### config.mk
export PLATFORM = sky130hd
export DESIGN_NAME = nvm_guard_ctrl
export DESIGN_NICKNAME = d
export VERILOG_FILES = /design/src/rtl/nvm_guard_pkg.sv /design/src/rtl/nvm_unlock.sv /design/src/rtl/nvm_write_timer.sv /design/src/rtl/nvm_store.sv /design/src/rtl/nvm_guard_ctrl.sv
export SDC_FILE = /design/constraint.sdc
export NUM_CORES = 2
export LEC_CHECK = 0
export BUFFER_PORTS_ARGS = -buffer_cell sky130_fd_sc_hd__buf_4
export CORE_UTILIZATION = 35
export CTS_CLUSTER_DIAMETER = 120
export DETAILED_ROUTE_END_ITERATION = 8
export PLACE_DENSITY_LB_ADDON = 0.12
export SETUP_SLACK_MARGIN = 0.1
export SYNTH_ARGS = -nofsm -noshare
export SYNTH_HDL_FRONTEND = slang
export SYNTH_SLANG_ARGS = --single-unit
### constraint.sdc
create_clock -name clk -period 17.46 [get_ports clk]
set_clock_uncertainty 0.05 [all_clocks]
set_input_delay 3.492 -clock clk [delete_from_list [all_inputs] [get_ports clk]]
set_output_delay 3.492 -clock clk [all_outputs]
set_load 0.01 [all_outputs]
### src/rtl/nvm_guard_pkg.sv
package nvm_guard_pkg;
  typedef enum logic [1:0] {
    REG_ADDR_LO = 2'd0,
    REG_ADDR_HI = 2'd1,
    REG_DATA    = 2'd2,
    REG_CTRL    = 2'd3
  } nvm_reg_e;

  localparam int CB_RD  = 0;
  localparam int CB_WR  = 1;
  localparam int CB_ARM = 2;
  localparam int CB_IE  = 3;
endpackage

### src/rtl/nvm_unlock.sv
module nvm_unlock #(
  parameter int WINDOW = 4
) (
  input  logic clk,
  input  logic rst,
  input  logic arm_req,
  input  logic consume,
  output logic armed
);
  localparam int CW = $clog2(WINDOW + 1);
  logic [CW-1:0] cnt_q;

  always_ff @(posedge clk) begin
    if (rst)               cnt_q <= '0;
    else if (consume)      cnt_q <= '0;
    else if (arm_req)      cnt_q <= CW'(WINDOW);
    else if (cnt_q != '0)  cnt_q <= cnt_q - 1'b1;
  end

  assign armed = (cnt_q != '0);

  // the arm only appears after a request
  p_arm_rise_r3: assert property (@(posedge clk) disable iff (rst)
    $rose(armed) |-> $past(arm_req));
endmodule

### src/rtl/nvm_write_timer.sv
module nvm_write_timer #(
  parameter int TICKS = 8448
) (
  input  logic clk,
  input  logic rst,
  input  logic start,
  input  logic tick,
  output logic busy
);
  localparam int CW = $clog2(TICKS + 1);
  logic [CW-1:0] cnt_q;

  always_ff @(posedge clk) begin
    if (rst) begin
      busy  <= 1'b0;
      cnt_q <= '0;
    end else if (start) begin
      busy  <= 1'b1;
      cnt_q <= '0;
    end else if (busy && tick) begin
      if (cnt_q == CW'(TICKS - 1)) busy <= 1'b0;
      else                         cnt_q <= cnt_q + 1'b1;
    end
  end

  // a store only finishes on a timing tick
  p_done_on_tick_r5: assert property (@(posedge clk) disable iff (rst)
    $fell(busy) |-> $past(tick));
endmodule

### src/rtl/nvm_store.sv
module nvm_store #(
  parameter int AW = 9,
  parameter int DW = 8
) (
  input  logic          clk,
  input  logic          en,
  input  logic          we,
  input  logic [AW-1:0] addr,
  input  logic [DW-1:0] wdata,
  output logic [DW-1:0] rdata
);
  localparam int DEPTH = 1 << AW;
  logic [DW-1:0] mem [DEPTH];

  always_ff @(posedge clk) begin
    if (en) begin
      if (we) mem[addr] <= wdata;
      rdata <= mem[addr];
    end
  end
endmodule

### src/rtl/nvm_guard_ctrl.sv
module nvm_guard_ctrl
  import nvm_guard_pkg::*;
#(
  parameter int ADDR_W      = 9,
  parameter int DATA_W      = 8,
  parameter int WRITE_TICKS = 8448,
  parameter int ARM_WINDOW  = 4,
  parameter int RD_STALL    = 4,
  parameter int WR_STALL    = 2
) (
  input  logic              clk,
  input  logic              rst,
  input  logic [1:0]        io_sel,
  input  logic              io_we,
  input  logic [DATA_W-1:0] io_wdata,
  output logic [DATA_W-1:0] io_rdata,
  input  logic              tick,
  input  logic              flash_busy,
  input  logic              gie,
  output logic              cpu_stall,
  output logic              irq
);
  localparam int HI_W      = ADDR_W - DATA_W;
  localparam int STALL_MAX = (RD_STALL > WR_STALL) ? RD_STALL : WR_STALL;
  localparam int SW        = $clog2(STALL_MAX + 1);

  logic [ADDR_W-1:0] addr_q;
  logic [DATA_W-1:0] data_q;
  logic [DATA_W-1:0] ram_rdata;
  logic              ie_q, rd_pend_q, irq_q;
  logic [SW-1:0]     stall_q;
  logic              armed, busy;
  logic              ctrl_wr, start_wr, rd_go, arm_req;

  assign ctrl_wr  = io_we && (io_sel == REG_CTRL);
  assign start_wr = ctrl_wr && io_wdata[CB_WR] && armed && !busy && !flash_busy;
  assign rd_go    = ctrl_wr && io_wdata[CB_RD] && !busy && !start_wr;
  assign arm_req  = ctrl_wr && io_wdata[CB_ARM] && !start_wr;

  nvm_unlock #(.WINDOW(ARM_WINDOW)) u_unlock (
    .clk(clk), .rst(rst), .arm_req(arm_req), .consume(start_wr), .armed(armed)
  );

  nvm_write_timer #(.TICKS(WRITE_TICKS)) u_timer (
    .clk(clk), .rst(rst), .start(start_wr), .tick(tick), .busy(busy)
  );

  nvm_store #(.AW(ADDR_W), .DW(DATA_W)) u_store (
    .clk(clk), .en(rd_go | start_wr), .we(start_wr),
    .addr(addr_q), .wdata(data_q), .rdata(ram_rdata)
  );

  always_ff @(posedge clk) begin
    if (rst) begin
      addr_q <= '0;
    end else if (io_we && !busy) begin
      if (io_sel == REG_ADDR_LO) addr_q[DATA_W-1:0]      <= io_wdata;
      if (io_sel == REG_ADDR_HI) addr_q[ADDR_W-1:DATA_W] <= io_wdata[HI_W-1:0];
    end
  end

  always_ff @(posedge clk) begin
    if (rst)                                data_q <= '0;
    else if (rd_pend_q)                     data_q <= ram_rdata;
    else if (io_we && io_sel == REG_DATA)   data_q <= io_wdata;
  end

  always_ff @(posedge clk) begin
    if (rst) begin
      ie_q      <= 1'b0;
      rd_pend_q <= 1'b0;
      irq_q     <= 1'b0;
      stall_q   <= '0;
    end else begin
      if (ctrl_wr) ie_q <= io_wdata[CB_IE];
      rd_pend_q <= rd_go;
      irq_q     <= ie_q && !busy && gie;
      if (rd_go)               stall_q <= SW'(RD_STALL);
      else if (start_wr)       stall_q <= SW'(WR_STALL);
      else if (stall_q != '0)  stall_q <= stall_q - 1'b1;
    end
  end

  assign cpu_stall = (stall_q != '0);
  assign irq       = irq_q;

  always_comb begin
    case (io_sel)
      REG_ADDR_LO: io_rdata = addr_q[DATA_W-1:0];
      REG_ADDR_HI: io_rdata = {{(DATA_W-HI_W){1'b0}}, addr_q[ADDR_W-1:DATA_W]};
      REG_DATA:    io_rdata = data_q;
      default:     io_rdata = {{(DATA_W-4){1'b0}}, ie_q, armed, busy, rd_pend_q};
    endcase
  end

  // a store begins only out of an armed unlock
  p_start_armed_r4: assert property (@(posedge clk) disable iff (rst)
    $rose(busy) |-> $past(armed));
  // never start beside flash programming
  p_no_start_flash_r9: assert property (@(posedge clk) disable iff (rst)
    $rose(busy) |-> !$past(flash_busy));
  // address frozen while a store runs
  p_addr_hold_r8: assert property (@(posedge clk) disable iff (rst)
    (busy && $past(busy)) |-> $stable(addr_q));
  // interrupt only from its qualifying terms
  p_irq_src_r10: assert property (@(posedge clk) disable iff (rst)
    irq |-> $past(ie_q && !busy && gie));
  // an accepted read stalls the CPU
  p_rd_stall_r7: assert property (@(posedge clk) disable iff (rst)
    rd_go |=> cpu_stall);
endmodule

Word-level counts from Yosys, hierarchy flattened
Memory sizes are Yosys's and may differ from the RTL's. A register that Yosys moved wholly into a read port is not among the register bits.
Cells that the tools add are included.
- register bits after elaboration: 41
- memory bits (writable): 4096
- output and inout port bits: 10
- word-level logic and storage cells: 72
- memories: 1
- memories (memory ; words ; width ; rd ports ; clocked after memory_dff ; wr ports ; RTL line ; text):
    u_store.mem ; 512 ; 8 ; 1 ; 1 ; 1 ; nvm_store.sv:13 ; logic [DW-1:0] mem [DEPTH];
- add/subtract/negate cells: 3
- eq/ne operators: 4
- mux-type cells: 14
- bitwise gates (word level): 2
- reduce and logical (&&, ||, !) cells: 35
- operators with widths (cell ; count):
    one-hot mux 8 bit (3 select lines) ; 1
    2-to-1 mux 8 bit ; 2
    logical AND 1 bit ; 15
    2-to-1 mux 3 bit ; 5
    adder 14 x 1 -> 14 bit (second input constant) ; 1
    equality test 14 bit (second input constant) ; 1
    nonzero test 2 bit ; 5
    nonzero test 3 bit ; 3
    AND reduction 2 bit ; 4
    2-to-1 mux 1 bit ; 6
    OR reduction 3 bit ; 2
    subtractor 3 x 1 -> 3 bit (second input constant) ; 2
    equality test 2 bit (second input constant) ; 2
    OR reduction 2 bit ; 2
    zero test 1 bit ; 3
    equality test 2 x 1 -> 1 bit (second input constant) ; 1
    zero test 2 bit ; 1
    NOT 1 bit ; 1
    bitwise OR 1 bit ; 1

Depth between registers and ports, before layout
- depth in word-level cells: 11
- gate-level depth with buffers: 15
- gate-level depth less buffers: 8

By module
Synthesis repeated with hierarchy kept, for this count alone.
- cells, all modules: 7795
- area total of the unflattened synthesis: 160990.7 um2
- modules (own cells, without submodules) (module ; instances ; cells an instance ; area each (um2)):
    nvm_store ; 1 ; 7562 ; 158933.7
    nvm_guard_ctrl ; 1 ; 126 ; 1109.8
    nvm_write_timer ; 1 ; 88 ; 769.5
    nvm_unlock ; 1 ; 19 ; 177.7

Worst setup path after synthesis
Ideal clock, no wire load.
- path type: flip-flop to output port
- from: reg data_q[0]
- to: out io_rdata[0]
- arrival: 8102 ps
- path slack: 5816 ps
- cell stages (with the launch flop): 2
- path buffers: 0
- cell sequence: dfxtp_1 mux4_2
- cells in the longest elaborated chain, start to end: 1
- RTL lines (item ; RTL line ; text):
    from (decl) ; nvm_guard_ctrl.sv:28 ; logic [DATA_W-1:0] data_q;
    from (signal assigned) ; nvm_guard_ctrl.sv:64 ; else if (rd_pend_q) data_q <= ram_rdata;
    from (signal assigned) ; nvm_guard_ctrl.sv:65 ; else if (io_we && io_sel == REG_DATA) data_q <= io_wdata;
    one-hot mux 8 bit (3 select lines) ; nvm_guard_ctrl.sv:88 ; case (io_sel)
    to (decl) ; nvm_guard_ctrl.sv:16 ; output logic [DATA_W-1:0] io_rdata,
Every way passes these cells.

Worst setup path after layout
- from: in io_sel[1]
- to: out io_rdata[0]
- cells in the longest elaborated chain, start to end: 2
- elaborated cells on any way between the ends: 4
- classes of those cells: eq/ne (2); mux (1); reduce/logical (1)
- RTL lines (item ; RTL line ; text):
    from (decl) ; nvm_guard_ctrl.sv:13 ; input logic [1:0] io_sel,
    equality test 2 bit (tied with other cells) ; nvm_guard_ctrl.sv:88 ;
    one-hot mux 8 bit (3 select lines) (*) ; nvm_guard_ctrl.sv:88 ;
Every way passes the cells marked *; elsewhere a longest branch is shown, timed or not.

==> qor.yml <==
status: "finished with violations"
violations: "capacitance limit, slew limit"
ys.flop_type: "edfxtp_1"
cts.sinks: 4145
ys_seq_elements: 4145
ys_warn_count: 0
syn_avg_cell_area_um2: 20.8
cts_buffers: 430
wire_per_inst_um: 35.9
hp-class: "reg2reg"
post_cts_buffers: 0
worst_pin_slew_ns: 1.62
grt_pass1_vias: 82000
die_h_um: 681
cts_tree: "yes"
clk_latency_ns: 0.99
synth_top_family_by_area: "multiplexers"
htree_levels: 5
overflow: 0
drv_cap: 1
path_max_fanout: 15
syn_nets: 7786
placementRows: 248
finalSetupViolations: 0
critPathKind: "in2out"
dp.final_hpwl_um: 323000
firstDrtPassIters: 5
power_frac_seq: 0.524
timing.critical_path.mode_cell: "buf_4"
place_area_um2: 169000
seq_area_frac_synth: 0.770
placed_cells: 13700
grt_setup_unrepaired: "false"
yosys.area_share.simple: 0.0306
slew-limit-headroom: -0.0918
yosys-mux-area-fraction: 0.158
cp.required_ns: 13.92
grt_max_degree: 163
synth_compound_area_frac: 0.0249
synth_edf_count: 4104
fin_nets: 7985
fin_crit_ns: 7.93
root_buffer: "clkbuf_16"
cp_cell_sequence: "buf_4 > mux4_2 > buf_4"
final_cells: 14500
synthXorXnorAreaFrac: 0.000706
die_w_um: 681
fmax_mhz: 126
clkSlewWorstSetupHoldPaths_ns: 0.06
antenna_found_initial: 33
drive_above_1_share: 0.231
p_sw_frac: 0.213
wl_um: 518000
setup-tns-final_ns: 0
cts_hold_buf: 0
post-route-cell-area_um2: 183000
p_int_mw: 16.4
vias: 80900
initial_core_util: 0.352
critical-path-slowest-cell: "mux4_2"
die_area_um2: 463000
arrival_ns: 4.39
place_congestion: 0.892
peakVddDrop_uv: 110
netlist_area_um2: 161000
powerDensity_nw_per_um2: 114
numPortBuffers: 25
power.share.combinational: 0.032
cp-end-kind: "output port"
p_clk_frac: 0.444
ant_nets: 0
syn_to_final_growth_pct: 13.5
track_usage: 0.220
worstSetupStartpointType: "input port"
clock_path_buffers: 4
io_pins: 26
slowest_delay_ns: 0.53
syn_inst: 7766
ys_types: 82
drv_slew: 2
cts.repair.resized: 0
avgViaCountPerCell: 5.60
p_leak_nw: 56.4
power_switching_mw: 4.44
drt_iter0_markers: 9407
synthArstFlopShare: 0
drcViolationCount: 0
core_um2: 457000
grt_pass1_wl_um: 708000
finalCritPeriodShare: 0.454
synthAdderAreaFrac: 0.000311
finalHoldViolCount: 0
-- cells in the final DEF (no fill, tap or decap), drive strengths merged, types with 13 or more instances in the layout --
cell / n
edfxtp: 4104
mux4: 939
nor2: 633
clkbuf: 516
mux2i: 411
buf: 245
nand2: 241
clkinv: 178
o22ai: 130
a21oi: 119
nand3: 82
o21ai: 81
a22oi: 70
bufinv: 51
dfxtp: 41
inv: 35
nor3: 33
nand4: 29
a221oi: 27
clkinvlp: 27
mux2: 25
a31oi: 25
a32oi: 18
nor2b: 17
and3: 16
a211oi: 16
o2111ai: 13
nor4: 13
-- synth_stat cells (8+ instances only) --
cell type,instances,share of area
a2111oi_0,8,0.00043
a211oi_1,16,0.00075
a21oi_1,119,0.0037
a221oi_1,27,0.0015
a22o_1,9,0.00049
a22oi_1,70,0.0033
a31oi_1,25,0.00097
a32o_1,9,0.00056
a32oi_1,18,0.00098
and3_1,16,0.00062
buf_1,34,0.00079
buf_2,178,0.0055
buf_4,55,0.0026
buf_6,25,0.0017
clkbuf_1,186,0.0043
dfxtp_1,41,0.0051
edfxtp_1,4104,0.76
inv_1,13,0.00030
mux2_2,25,0.0017
mux2i_1,411,0.026
mux4_2,939,0.13
nand2_1,241,0.0056
nand2b_1,8,0.00031
nand3_1,82,0.0025
nand4_1,29,0.0011
nor2_1,633,0.015
nor2b_1,17,0.00066
nor3_1,33,0.0010
nor4_1,13,0.00050
o2111ai_1,13,0.00071
o211ai_1,8,0.00037
o21ai_0,81,0.0025
o22ai_1,130,0.0050
o32ai_1,8,0.00043
or4_1,9,0.00042
xor2_1,10,0.00054
-- area by class of cell --
class | instances | area, um2
fillers | 40600 | 274000
flip-flops and latches | 4145 | 124000
multi-input cells | 3128 | 35000
clock buffers | 516 | 11200
well taps | 6125 | 7660
clock inverters | 276 | 2840
repair buffers | 245 | 2140
inverters | 15 | 76.3
diodes | 5 | 12.5
-- worst max-delay path: cells and delay by family --
family   cells  cell delay, ns
buf+inv      2            0.37
mux          1            0.53
-- flip-flops by register name, indices dropped and copies added (netlist names), 3 cells and up --
signal	count
u_store.mem	4096
u_timer.cnt_q	14
addr_q	9
data_q	8
u_store.rdata	8
stall_q	3
u_unlock.cnt_q	3
-- stage by stage --
step                      setup slack (ns)  hold slack, ns  utilization  power (mW)
after floorplan                       5.82           0.402            -        11.6
after global placement                9.52           0.393        0.369        11.8
after detailed placement              9.52           0.399        0.369        11.8
after CTS                             9.52           0.407        0.400        21.0
after global routing                  9.50           0.445        0.400        21.4
final                                 9.53           0.407        0.400        20.9
-- power groups by stage --
| stage | clock (mW) | sequential [mW] | combinational [mW] |
|---|---|---|---|
| after floorplan | 0 | 11.2 | 0.315 |
| after global placement | 0 | 11.1 | 0.676 |
| after detailed placement | 0 | 11.2 | 0.682 |
| after CTS | 9.42 | 10.9 | 0.682 |
| after global routing | 9.76 | 10.9 | 0.699 |
| final | 9.26 | 10.9 | 0.670 |
-- path summary, 6_finish.rpt --
| path | from | end | slack [ns] | cells past startpoint |
|---|---|---|---|---|
| max | io_sel[1] | io_rdata[0] | 9.53 | 3 |
| min | addr_q[4] | addr_q[4] | 0.41 | 2 |
| max reg2reg | addr_q[1] | u_store.rdata[6] | 10.51 | 11 |
| min reg2reg | addr_q[4] | addr_q[4] | 0.41 | 2 |
-- cell families (layout without fill, tap and decap cells) --
logic type,Yosys count,in the layout
compound gates,597,597
xor+xnor,13,13
other cells,0,5
mux,1375,1375
fa+ha+maj,4,4
simple gates,1139,1139
flops,4145,4145
buf+inv,493,1052
-- metal layers --
layer,global-route usage,part of all wire
met5,0,0.00022
met1,0.305,0.42
met4,0.0700,0.035
met3,0.0356,0.065
met2,0.357,0.48
No activity file was read; power rests on OpenSTA's default activity.
